File: src/rtl/pwmlk_pkg.sv
package pwmlk_pkg;
  localparam int ADDR_W = 3;
  localparam int DT_W   = 8;
  localparam int BRK_W  = 3;
  localparam int OFF_W  = 2;
  localparam int LVL_W  = 2;
  localparam int CMP_PER_CH = 4;

  localparam logic [ADDR_W-1:0] ADR_PROT = 3'd0;
  localparam logic [ADDR_W-1:0] ADR_IDLE = 3'd1;
  localparam logic [ADDR_W-1:0] ADR_POL  = 3'd2;
  localparam logic [ADDR_W-1:0] ADR_DIR  = 3'd3;
  localparam logic [ADDR_W-1:0] ADR_CMP  = 3'd4;

  // bit positions inside the address-0 word
  localparam int BRK_LSB = DT_W;
  localparam int OFF_LSB = BRK_LSB + BRK_W;
  localparam int LVL_LSB = OFF_LSB + OFF_W;

  typedef struct packed {
    logic dt;
    logic brk;
    logic off;
    logic lvl;
    logic idle;
    logic dir;
  } wrStrobe_t;
endpackage

File: src/rtl/pwmlk_ctrl.sv
module pwmlk_ctrl
  import pwmlk_pkg::*;
#(
  parameter int NUM_CH = 4
) (
  input  logic              clk,
  input  logic              rstN,
  input  logic              wrEn,
  input  logic [ADDR_W-1:0] wrAddr,
  input  logic [LVL_W-1:0]  lvlReq,
  input  logic [NUM_CH-1:0] dirQ,
  output wrStrobe_t         stb,
  output logic [NUM_CH-1:0] polWe,
  output logic [NUM_CH-1:0] cmpWe,
  output logic [LVL_W-1:0]  lockLvl,
  output logic              lockSet
);
  logic hitProt, hitIdle, hitPol, hitDir, hitCmp;
  logic atLvl1, atLvl2, atLvl3;

  always_comb begin
    hitProt = wrEn && (wrAddr == ADR_PROT);
    hitIdle = wrEn && (wrAddr == ADR_IDLE);
    hitPol  = wrEn && (wrAddr == ADR_POL);
    hitDir  = wrEn && (wrAddr == ADR_DIR);
    hitCmp  = wrEn && (wrAddr == ADR_CMP);
    atLvl1  = |lockLvl;
    atLvl2  = lockLvl[1];
    atLvl3  = &lockLvl;
  end

  always_comb begin
    stb.dt   = hitProt && !atLvl1;
    stb.brk  = hitProt && !atLvl1;
    stb.off  = hitProt && !atLvl2;
    stb.lvl  = hitProt && !lockSet;
    stb.idle = hitIdle && !atLvl1;
    stb.dir  = hitDir;
  end

  for (genvar c = 0; c < NUM_CH; c++) begin : g_chGate
    assign polWe[c] = hitPol && !(atLvl2 && dirQ[c]);
    assign cmpWe[c] = hitCmp && !(atLvl3 && dirQ[c]);
  end

  always_ff @(posedge clk) begin
    if (!rstN) begin
      lockLvl <= '0;
      lockSet <= 1'b0;
    end else begin
      if (stb.lvl) lockLvl <= lvlReq;
      if (hitProt) lockSet <= 1'b1;
    end
  end
endmodule

File: src/rtl/pwmlk_regs.sv
module pwmlk_regs
  import pwmlk_pkg::*;
#(
  parameter int NUM_CH = 4,
  parameter int DATA_W = 16
) (
  input  logic                     clk,
  input  logic                     rstN,
  input  wrStrobe_t                stb,
  input  logic [NUM_CH-1:0]        polWe,
  input  logic [NUM_CH-1:0]        cmpWe,
  input  logic [DATA_W-1:0]        wrData,
  input  logic [ADDR_W-1:0]        rdAddr,
  input  logic [LVL_W-1:0]         lockLvl,
  output logic [DATA_W-1:0]        rdData,
  output logic [DT_W-1:0]          dtCode,
  output logic [OFF_W-1:0]         offBits,
  output logic [2*NUM_CH-1:0]      polBits,
  output logic [NUM_CH-1:0]        dirBits,
  output logic [CMP_PER_CH*NUM_CH-1:0] cmpBits
);
  localparam int PAIR_W = 2 * NUM_CH;
  localparam int CMP_W  = CMP_PER_CH * NUM_CH;

  logic [BRK_W-1:0]  brkBits;
  logic [PAIR_W-1:0] idleBits;

  always_ff @(posedge clk) begin
    if (!rstN) begin
      dtCode   <= '0;
      brkBits  <= '0;
      offBits  <= '0;
      idleBits <= '0;
      dirBits  <= '0;
    end else begin
      if (stb.dt)   dtCode   <= wrData[DT_W-1:0];
      if (stb.brk)  brkBits  <= wrData[BRK_LSB +: BRK_W];
      if (stb.off)  offBits  <= wrData[OFF_LSB +: OFF_W];
      if (stb.idle) idleBits <= wrData[PAIR_W-1:0];
      if (stb.dir)  dirBits  <= wrData[NUM_CH-1:0];
    end
  end

  always_ff @(posedge clk) begin
    if (!rstN) begin
      polBits <= '0;
      cmpBits <= '0;
    end else begin
      for (int c = 0; c < NUM_CH; c++) begin
        if (polWe[c]) polBits[2*c +: 2] <= wrData[2*c +: 2];
        if (cmpWe[c]) cmpBits[CMP_PER_CH*c +: CMP_PER_CH] <= wrData[CMP_PER_CH*c +: CMP_PER_CH];
      end
    end
  end

  always_comb begin
    rdData = '0;
    case (rdAddr)
      ADR_PROT: begin
        rdData[DT_W-1:0]         = dtCode;
        rdData[BRK_LSB +: BRK_W] = brkBits;
        rdData[OFF_LSB +: OFF_W] = offBits;
        rdData[LVL_LSB +: LVL_W] = lockLvl;
      end
      ADR_IDLE: rdData[PAIR_W-1:0] = idleBits;
      ADR_POL:  rdData[PAIR_W-1:0] = polBits;
      ADR_DIR:  rdData[NUM_CH-1:0] = dirBits;
      ADR_CMP:  rdData[CMP_W-1:0]  = cmpBits;
      default:  rdData = '0;
    endcase
  end
endmodule

File: src/rtl/pwmlk_top.sv
module pwmlk_top
  import pwmlk_pkg::*;
#(
  parameter int NUM_CH = 4,
  parameter int DATA_W = 16
) (
  input  logic              clk,
  input  logic              rstN,
  input  logic              wrEn,
  input  logic [2:0]        wrAddr,
  input  logic [DATA_W-1:0] wrData,
  input  logic [2:0]        rdAddr,
  output logic [DATA_W-1:0] rdData
);
  localparam int CMP_W = CMP_PER_CH * NUM_CH;

  wrStrobe_t              stb;
  logic [NUM_CH-1:0]      polWe, cmpWe, dirBits;
  logic [LVL_W-1:0]       lockLvl;
  logic                   lockSet;
  logic [DT_W-1:0]        dtCode;
  logic [OFF_W-1:0]       offBits;
  logic [2*NUM_CH-1:0]    polBits;
  logic [CMP_W-1:0]       cmpBits;

  pwmlk_ctrl #(.NUM_CH(NUM_CH)) u_ctrl (
    .clk(clk), .rstN(rstN), .wrEn(wrEn), .wrAddr(wrAddr),
    .lvlReq(wrData[LVL_LSB +: LVL_W]), .dirQ(dirBits),
    .stb(stb), .polWe(polWe), .cmpWe(cmpWe),
    .lockLvl(lockLvl), .lockSet(lockSet)
  );

  pwmlk_regs #(.NUM_CH(NUM_CH), .DATA_W(DATA_W)) u_regs (
    .clk(clk), .rstN(rstN), .stb(stb), .polWe(polWe), .cmpWe(cmpWe),
    .wrData(wrData), .rdAddr(rdAddr), .lockLvl(lockLvl), .rdData(rdData),
    .dtCode(dtCode), .offBits(offBits), .polBits(polBits),
    .dirBits(dirBits), .cmpBits(cmpBits)
  );
endmodule

File: config.mk
export PLATFORM = sky130hd
export DESIGN_NAME = pwmlk_top
export DESIGN_NICKNAME = d
export VERILOG_FILES = /design/src/rtl/pwmlk_pkg.sv /design/src/rtl/pwmlk_ctrl.sv /design/src/rtl/pwmlk_regs.sv /design/src/rtl/pwmlk_top.sv
export SDC_FILE = /design/constraint.sdc
export NUM_CORES = 1
export LEC_CHECK = 0
export BUFFER_PORTS_ARGS = -buffer_cell sky130_fd_sc_hd__buf_4
export CAP_MARGIN = 15
export CORE_AREA = 4 4 97 99
export CTS_CLUSTER_DIAMETER = 100
export DETAILED_ROUTE_END_ITERATION = 7
export DIE_AREA = 0 0 101 103
export GPL_ROUTABILITY_DRIVEN = 0
export MAX_ROUTING_LAYER = met4
export PLACE_DENSITY_LB_ADDON = 0.05
export SYNTH_ARGS = -nofsm -noshare
export SYNTH_HDL_FRONTEND = slang
export SYNTH_SLANG_ARGS = --single-unit
File: constraint.sdc
create_clock -name clk -period 1.7 [get_ports clk]
set_clock_uncertainty 0.05 [all_clocks]
set_input_delay 0.17 -clock clk [delete_from_list [all_inputs] [get_ports clk]]
set_output_delay 0.17 -clock clk [all_outputs]
set_load 0.01 [all_outputs]
# Yosys cells after proc, flatten, opt, wreduce, memory -nomap -nowiden
# Cells that the tools add are included.
dict set report word_totals {
  register_bits 52
  in_bits 25
  elab_cells 67
}
dict set report classes {
  muxes 4
  n_reduce_logical 40
  n_eq_ne 8
}
# cell count
set ops {}
lappend ops {{logical AND 1 bit} 25}
lappend ops {{case mux 4 bit (5 select lines)} 1}
lappend ops {{case mux 4 bit (4 select lines)} 1}
lappend ops {{case mux 7 bit (2 select lines)} 1}
lappend ops {{== test 3 x 2 -> 1 bit, second input constant} 4}
lappend ops {{zero test 1 bit} 11}
lappend ops {{== test 3 x 1 -> 1 bit, second input constant} 2}
lappend ops {{== test 3 bit, second input constant} 2}
lappend ops {{zero test 3 bit} 2}
lappend ops {{AND reduction 2 bit} 1}
lappend ops {{OR reduction 2 bit} 1}
lappend ops {{2-to-1 mux 1 bit} 1}

# Longest topological paths before layout
# Gate-level depths: netlist of the first run.
dict set report logic_depth {
  word_depth 4
  depth_mapped 5
  depth_no_buf 3
}

# By module
# Synthesis of the first run repeated with hierarchy kept, for this count alone.
dict set report unflattened {
  hier_cells 251
  hier_area_um2 2496.1
}
# module area_each_um2 seq_area_each_um2 cells_per_inst n_inst
set modules_own_cells {}
lappend modules_own_cells {pwmlk_regs 2252.2 980.9 218 1}
lappend modules_own_cells {pwmlk_ctrl 244.0 60.1 33 1}

# Worst setup path after synthesis of the first run
# Ideal clock, no wire load.
dict set report synth_path {
  kind {in2reg}
  startpoint {input wrAddr[1]}
  endpoint {register u_regs.dtCode[0]}
  cell_stages 4
  required_time_ns 1.529
  arrival_time_ns 1.315
  n_path_buf 1
  setup_ns 0.121
  slack_ns 0.214
  cell_sequence {or4b_4 or3_4 buf_6 mux2i_1}
}
dict set report synth_between {
  elab_chain_cells 3
}
# item line_no
set synth_lines {}
lappend synth_lines {{start: declaration} pwmlk_top.sv:10} ;# input logic [2:0] wrAddr,
lappend synth_lines {{zero test 3 bit} pwmlk_ctrl.sv:22} ;# hitProt = wrEn && (wrAddr == ADR_PROT);
lappend synth_lines {{logical AND 1 bit} pwmlk_ctrl.sv:22}
lappend synth_lines {{logical AND 1 bit} pwmlk_ctrl.sv:33} ;# stb.dt = hitProt && !atLvl1;
lappend synth_lines {{end signal: assignment} pwmlk_regs.sv:36} ;# if (stb.dt) dtCode <= wrData[DT_W-1:0];
lappend synth_lines {{end: declaration} pwmlk_regs.sv:16} ;# output logic [DT_W-1:0] dtCode,
# No other way between the ends.
# A chain may end at the register's enable or synchronous reset.

# Final worst setup path of the first run
dict set report layout_path {
  startpoint {register u_regs.dirBits[1]}
  endpoint {output rdData[1]}
}
dict set report layout_between {
  elab_chain_cells 1
}
# item line_no
set layout_lines {}
lappend layout_lines {{start: declaration} pwmlk_regs.sv:19} ;# output logic [NUM_CH-1:0] dirBits,
lappend layout_lines {{start signal: assignment} pwmlk_regs.sv:40} ;# if (stb.dir) dirBits <= wrData[NUM_CH-1:0];
lappend layout_lines {{case mux 4 bit (5 select lines)} pwmlk_regs.sv:58} ;# case (rdAddr)
lappend layout_lines {{end: declaration} pwmlk_top.sv:13} ;# output logic [DATA_W-1:0] rdData
# No other way between the ends.

==> flow_summary.json, run 1 <==
{
  "antenna_left": 0,
  "first_global_vias": 1966,
  "peakVddDrop_v": 0.000292,
  "ios": 41,
  "antennaDiodeCount": 0,
  "synth-main-ff-cell": "dfxtp_1",
  "totalWireLength_um": 6370,
  "ys_seq_area_frac": 0.432,
  "setup_viol": 0,
  "chipHeight_um": 103,
  "ys_warn_count": 0,
  "cp.arrival_ns": 1.40,
  "required_ns": 1.48,
  "drive_gt1_frac": 0.208,
  "hold_path.class": "primary input to register",
  "cts_buffer_depth": 2,
  "drt_iter0_markers": 53,
  "die_x_um": 101,
  "final_cell_mix": "nand2_1, mux2i_1, dfxtp_1",
  "rsz0062_at_grt": "no",
  "whs_ns": 0.0915,
  "synthArstFlopShare": 0,
  "crit_path_start": "u_regs.dirBits[1]",
  "fmax_ghz": 0.617,
  "hold_viol_final": 0,
  "met3_usage": 0.0237,
  "grt_first_pass_wirelength_um": 10300,
  "ys_seq_elements": 52,
  "overflow": 0,
  "status": "completed",
  "cts_root_buf": "clkbuf_8",
  "final.period_utilization": 0.954,
  "fill_cells": 900,
  "post_drt_wl_per_cell_um": 15.3,
  "clock-sinks": 52,
  "cts_tree": "done",
  "fin_crit_ns": 1.62,
  "slew_viol_final": 0,
  "htreeDepth": 2,
  "drtPass1Iterations": 6,
  "grt.busiest_layer": "met2",
  "setup_tns_ns": 0,
  "use_met2": 0.209,
  "power.leakage_nw": 1.39,
  "clkLatencyLatePin_ns": 0.30,
  "viasPerCell": 4.69,
  "syn_area_um2": 2410,
  "synthCells": 270,
  "syn_to_final_growth_pct": 22.2,
  "cts_made_buffers": 5,
  "path_clk_slew_ns": 0.10,
  "start_kind": "register",
  "reg2reg_from": "u_ctrl.lockLvl[1]",
  "synth_edf_count": 0,
  "min_from": "wrData[15]",
  "grt_max_degree": 34,
  "relSlewSlack": 0.675,
  "use_met1": 0.176,
  "avgSynthCellArea_um2": 8.92,
  "tightest_slew_ns": 0.487,
  "drc": 0,
  "grt.total_usage": 0.133,
  "mostFrequentLayoutCell": "nand2_1",
  "port_buffers": 40,
  "antenna_found_initial": 0,
  "yosysUniqueCellTypes": 28,
  "fin_nets": 332,
  "path_max_fanout": 4,
  "postCtsSetupBuffers": 0,
  "dpl.hpwl_um": 4450,
  "die_area_um2": 10400,
  "end_kind": "output port",
  "rows": 34,
  "vias": 1950,
  "maxCapViolCount": 0,
  "p_per_area_nw_per_um2": 761,
  "start_util": 0.282,
  "core_area_um2": 8550,
  "crit_type": "register to output port",
  "syn_nets": 295
}
cell families (layout without fill, tap and decap cells):
logic type,after synthesis,after routing,share of synthesized area
compound gates,24,24,0.0670
buf+inv,20,58,0.0343
flops,52,52,0.432
simple gates,112,112,0.207
mux,62,62,0.259
metrics by stage:
stage / total power [mW] / worst slack [ns] / area [um^2] / util / cells
5_1_grt: 2.35 / 0.00229 / 2940 / 0.344 / 416
4_1_cts: 2.29 / 0.0854 / 2940 / 0.344 / 416
6_report: 2.24 / 0.0782 / 2940 / 0.344 / 416
3_3_place_gp: 1.53 / 0.0541 / 2850 / 0.333 / 408
3_5_place_dp: 1.53 / 0.0423 / 2850 / 0.333 / 408
2_1_floorplan: 1.42 / 0.214 / 2410 / - / 270
registers in the layout (all words and copies together) (netlist names):
register         cells
u_regs.idleBits      8
u_regs.polBits       8
u_regs.cmpBits      16
u_regs.dtCode        8
u_ctrl.lockSet       1
u_ctrl.lockLvl       2
u_regs.brkBits       3
u_regs.offBits       2
u_regs.dirBits       4
area by class of cell:
type	count	area (um^2)	share of cell area
well taps	108	135	0.0459
flip-flops and latches	52	1040	0.354
multi-input cells	198	1290	0.438
clock inverters	1	7.51	0.00255
inverters	1	3.75	0.00127
repair buffers	49	380	0.129
clock buffers	7	86.3	0.0293
path summary, 6_finish.rpt:
path	to	slack, ns	cells past startpoint
setup reg to reg	u_regs.idleBits[5]	0.31	4
hold reg to reg	u_ctrl.lockSet	0.41	2
setup / recovery	rdData[1]	0.08	4
hold / removal	u_regs.cmpBits[15]	0.09	3
cells in the mapped netlist (all sizes together) (2+ instances only):
| cell | count | area share |
|---|---|---|
| a22oi | 6 | 0.019 |
| a2bb2oi | 4 | 0.015 |
| buf | 3 | 0.0078 |
| clkbuf | 16 | 0.025 |
| dfxtp | 52 | 0.43 |
| mux2 | 3 | 0.014 |
| mux2i | 59 | 0.25 |
| nand2 | 79 | 0.12 |
| nand3 | 8 | 0.017 |
| nand3b | 2 | 0.0062 |
| nand4b | 2 | 0.0073 |
| nor2 | 10 | 0.016 |
| nor2b | 2 | 0.0052 |
| nor3 | 2 | 0.0042 |
| o21ai | 8 | 0.017 |
| o22ai | 3 | 0.0078 |
per-layer routing:
metal	vias up	wire, um
met2	48	2960
met4	0	86
met5	-	0
met1	897	3040
met3	7	288
li1	998	-
what timing repair did:
action,4_1_cts,5_1_grt
hold buffers,0,0
resized for setup,0,1
endpoints found under the setup margin,0,1
power breakdown:
part	internal (mW)	switching [mW]	total, mW
sequential	1.24	0.0173	1.26
combinational	0.109	0.132	0.241
clock	0.332	0.405	0.737
worst max-delay path: stages, from the launching register on:
cell	delay (ns)
dfxtp_1	0.35
mux2_2	0.28
a22oi_1	0.20
o22ai_1	0.12
buf_4	0.15
No activity file was read; power rests on OpenSTA's default activity.
==> inputs of run 2 (changes only) <==
--- a/config.mk
+++ b/config.mk
@@ -13,7 +13,7 @@
 export DIE_AREA = 0 0 101 103
 export GPL_ROUTABILITY_DRIVEN = 0
 export MAX_ROUTING_LAYER = met4
-export PLACE_DENSITY_LB_ADDON = 0.05
+export PLACE_DENSITY = 0.45
 export SYNTH_ARGS = -nofsm -noshare
 export SYNTH_HDL_FRONTEND = slang
 export SYNTH_SLANG_ARGS = --single-unit
==> flow_summary.json, run 2 (synthesis results as in run 1) <==
{
  "fmax_ghz": 0.637,
  "mostFrequentLayoutCell": "nand2_1",
  "start_kind": "register",
  "fin_nets": 333,
  "hold_viol_final": 0,
  "peakVddDrop_v": 0.000322,
  "drtPass1Iterations": 4,
  "maxCapViolCount": 0,
  "antennaDiodeCount": 0,
  "final.period_utilization": 0.924,
  "dpl_cell_area_um2": 2840,
  "clkLatencyLatePin_ns": 0.30,
  "grt.total_usage": 0.129,
  "syn_to_final_growth_pct": 22.0,
  "r2r-end": "u_regs.idleBits[5]",
  "grt_first_pass_wirelength_um": 10100,
  "first_global_vias": 1943,
  "cp.arrival_ns": 1.35,
  "tightest_slew_ns": 0.452,
  "status": "completed",
  "slew_viol_final": 0,
  "cts_made_buffers": 5,
  "die_area_um2": 10400,
  "min_from": "wrData[15]",
  "cts_root_buf": "clkbuf_8",
  "multi_input_area_um2": 1280,
  "largest_reg_flops": 16,
  "whs_ns": 0.0792,
  "area.sequential_um2": 1040,
  "port_buffers": 40,
  "p_per_area_nw_per_um2": 767,
  "cts_buffer_depth": 2,
  "die_x_um": 101,
  "final_cell_mix": "nand2_1, mux2i_1, dfxtp_1",
  "drt_iter0_markers": 75,
  "relSlewSlack": 0.698,
  "drc": 0,
  "reg2reg_depth": 4,
  "start_util": 0.282,
  "cts_tree": "done",
  "rsz0062_at_grt": "no",
  "dp.cells": 409,
  "end_kind": "output port",
  "grt_max_degree": 36,
  "post_drt_wl_per_cell_um": 14.7,
  "crit_type": "register to output port",
  "viasPerCell": 4.64,
  "r2r_slack_ns": 0.32,
  "antenna_found_initial": 0,
  "chipHeight_um": 103,
  "top_register": "u_regs.cmpBits",
  "fin_crit_ns": 1.57,
  "min_to": "u_regs.cmpBits[15]",
  "path_max_fanout": 4,
  "clock-sinks": 52,
  "fin_area_um2": 2940,
  "core_area_um2": 8550,
  "setup_viol": 0,
  "setup_tns_ns": 0,
  "required_ns": 1.48,
  "whs_path_depth": 3,
  "power.leakage_nw": 1.38,
  "drive_gt1_frac": 0.214,
  "vias": 1933,
  "overflow": 0,
  "totalWireLength_um": 6120,
  "hold_path.class": "primary input to register",
  "antenna_left": 0,
  "postCtsSetupBuffers": 0,
  "dpl.hpwl_um": 4410,
  "htreeDepth": 2,
  "rows": 34,
  "path_clk_slew_ns": 0.10,
  "utilization": 0.344,
  "reg2reg_from": "u_ctrl.lockLvl[1]",
  "fill_cells": 894,
  "stdcell_count": 417,
  "ios": 41
}
## run 2: per-stage QoR
step / power (mW) / worst slack (ns)
4_1_cts: 2.29 / 0.102
5_1_grt: 2.36 / 0.000897
3_5_place_dp: 1.53 / 0.0353
3_3_place_gp: 1.53 / 0.0610
2_1_floorplan: 1.42 / 0.214
6_report: 2.25 / 0.130
## run 2: worst max path at each step
stage / from / to / slack [ns] / cells after the start
after floorplan: wrAddr[1] / u_regs.dtCode[0] / 0.21 / 4
after global placement: wrAddr[1] / u_regs.dtCode[5] / 0.06 / 4
after detailed placement: wrAddr[1] / u_regs.dtCode[0] / 0.04 / 4
after CTS: u_regs.dirBits[0] / rdData[0] / 0.10 / 4
after global routing: u_regs.dirBits[0] / rdData[0] / 0.0009 / 4
final: u_regs.dirBits[3] / rdData[3] / 0.13 / 4
## run 2: final cells by class
| cell class | count | share of cell area |
|---|---|---|
| Multi-Input combinational cell | 198 | 0.437 |
| Sequential cell | 52 | 0.355 |
| Timing Repair Buffer | 50 | 0.128 |
| Tap cell | 108 | 0.0460 |
| Clock buffer | 6 | 0.0281 |
| Clock inverter | 2 | 0.00511 |
| Inverter | 1 | 0.00128 |
## run 2: timing repair
action | in CTS | in global routing
endpoints found under the hold margin | 0 | 0
hold buffers | 0 | 0
gates resized for setup | 0 | 1
setup endpoints to repair | 0 | 1
## run 2: power breakdown
part | internal [mW] | switching [mW] | total, mW
clock | 0.331 | 0.424 | 0.754
combinational | 0.108 | 0.129 | 0.237
sequential | 1.24 | 0.0173 | 1.26
total | 1.68 | 0.569 | 2.25
## run 2: worst max-delay path: stages (launching register included)
cell	delay, ns
dfxtp_1	0.36
mux2_2	0.27
a22oi_1	0.16
o22ai_1	0.11
buf_4	0.15
## run 2: routing by layer
metal  part of all wire  GRT usage  wire length, um  vias to the layer above
met1               0.49      0.163             2970                      894
met3              0.034     0.0284              208                        5
met4              0.010     0.0337               63                        0
met5                  0          -                0                        -
met2               0.47      0.209             2870                       35
li1                   -          -                -                      999
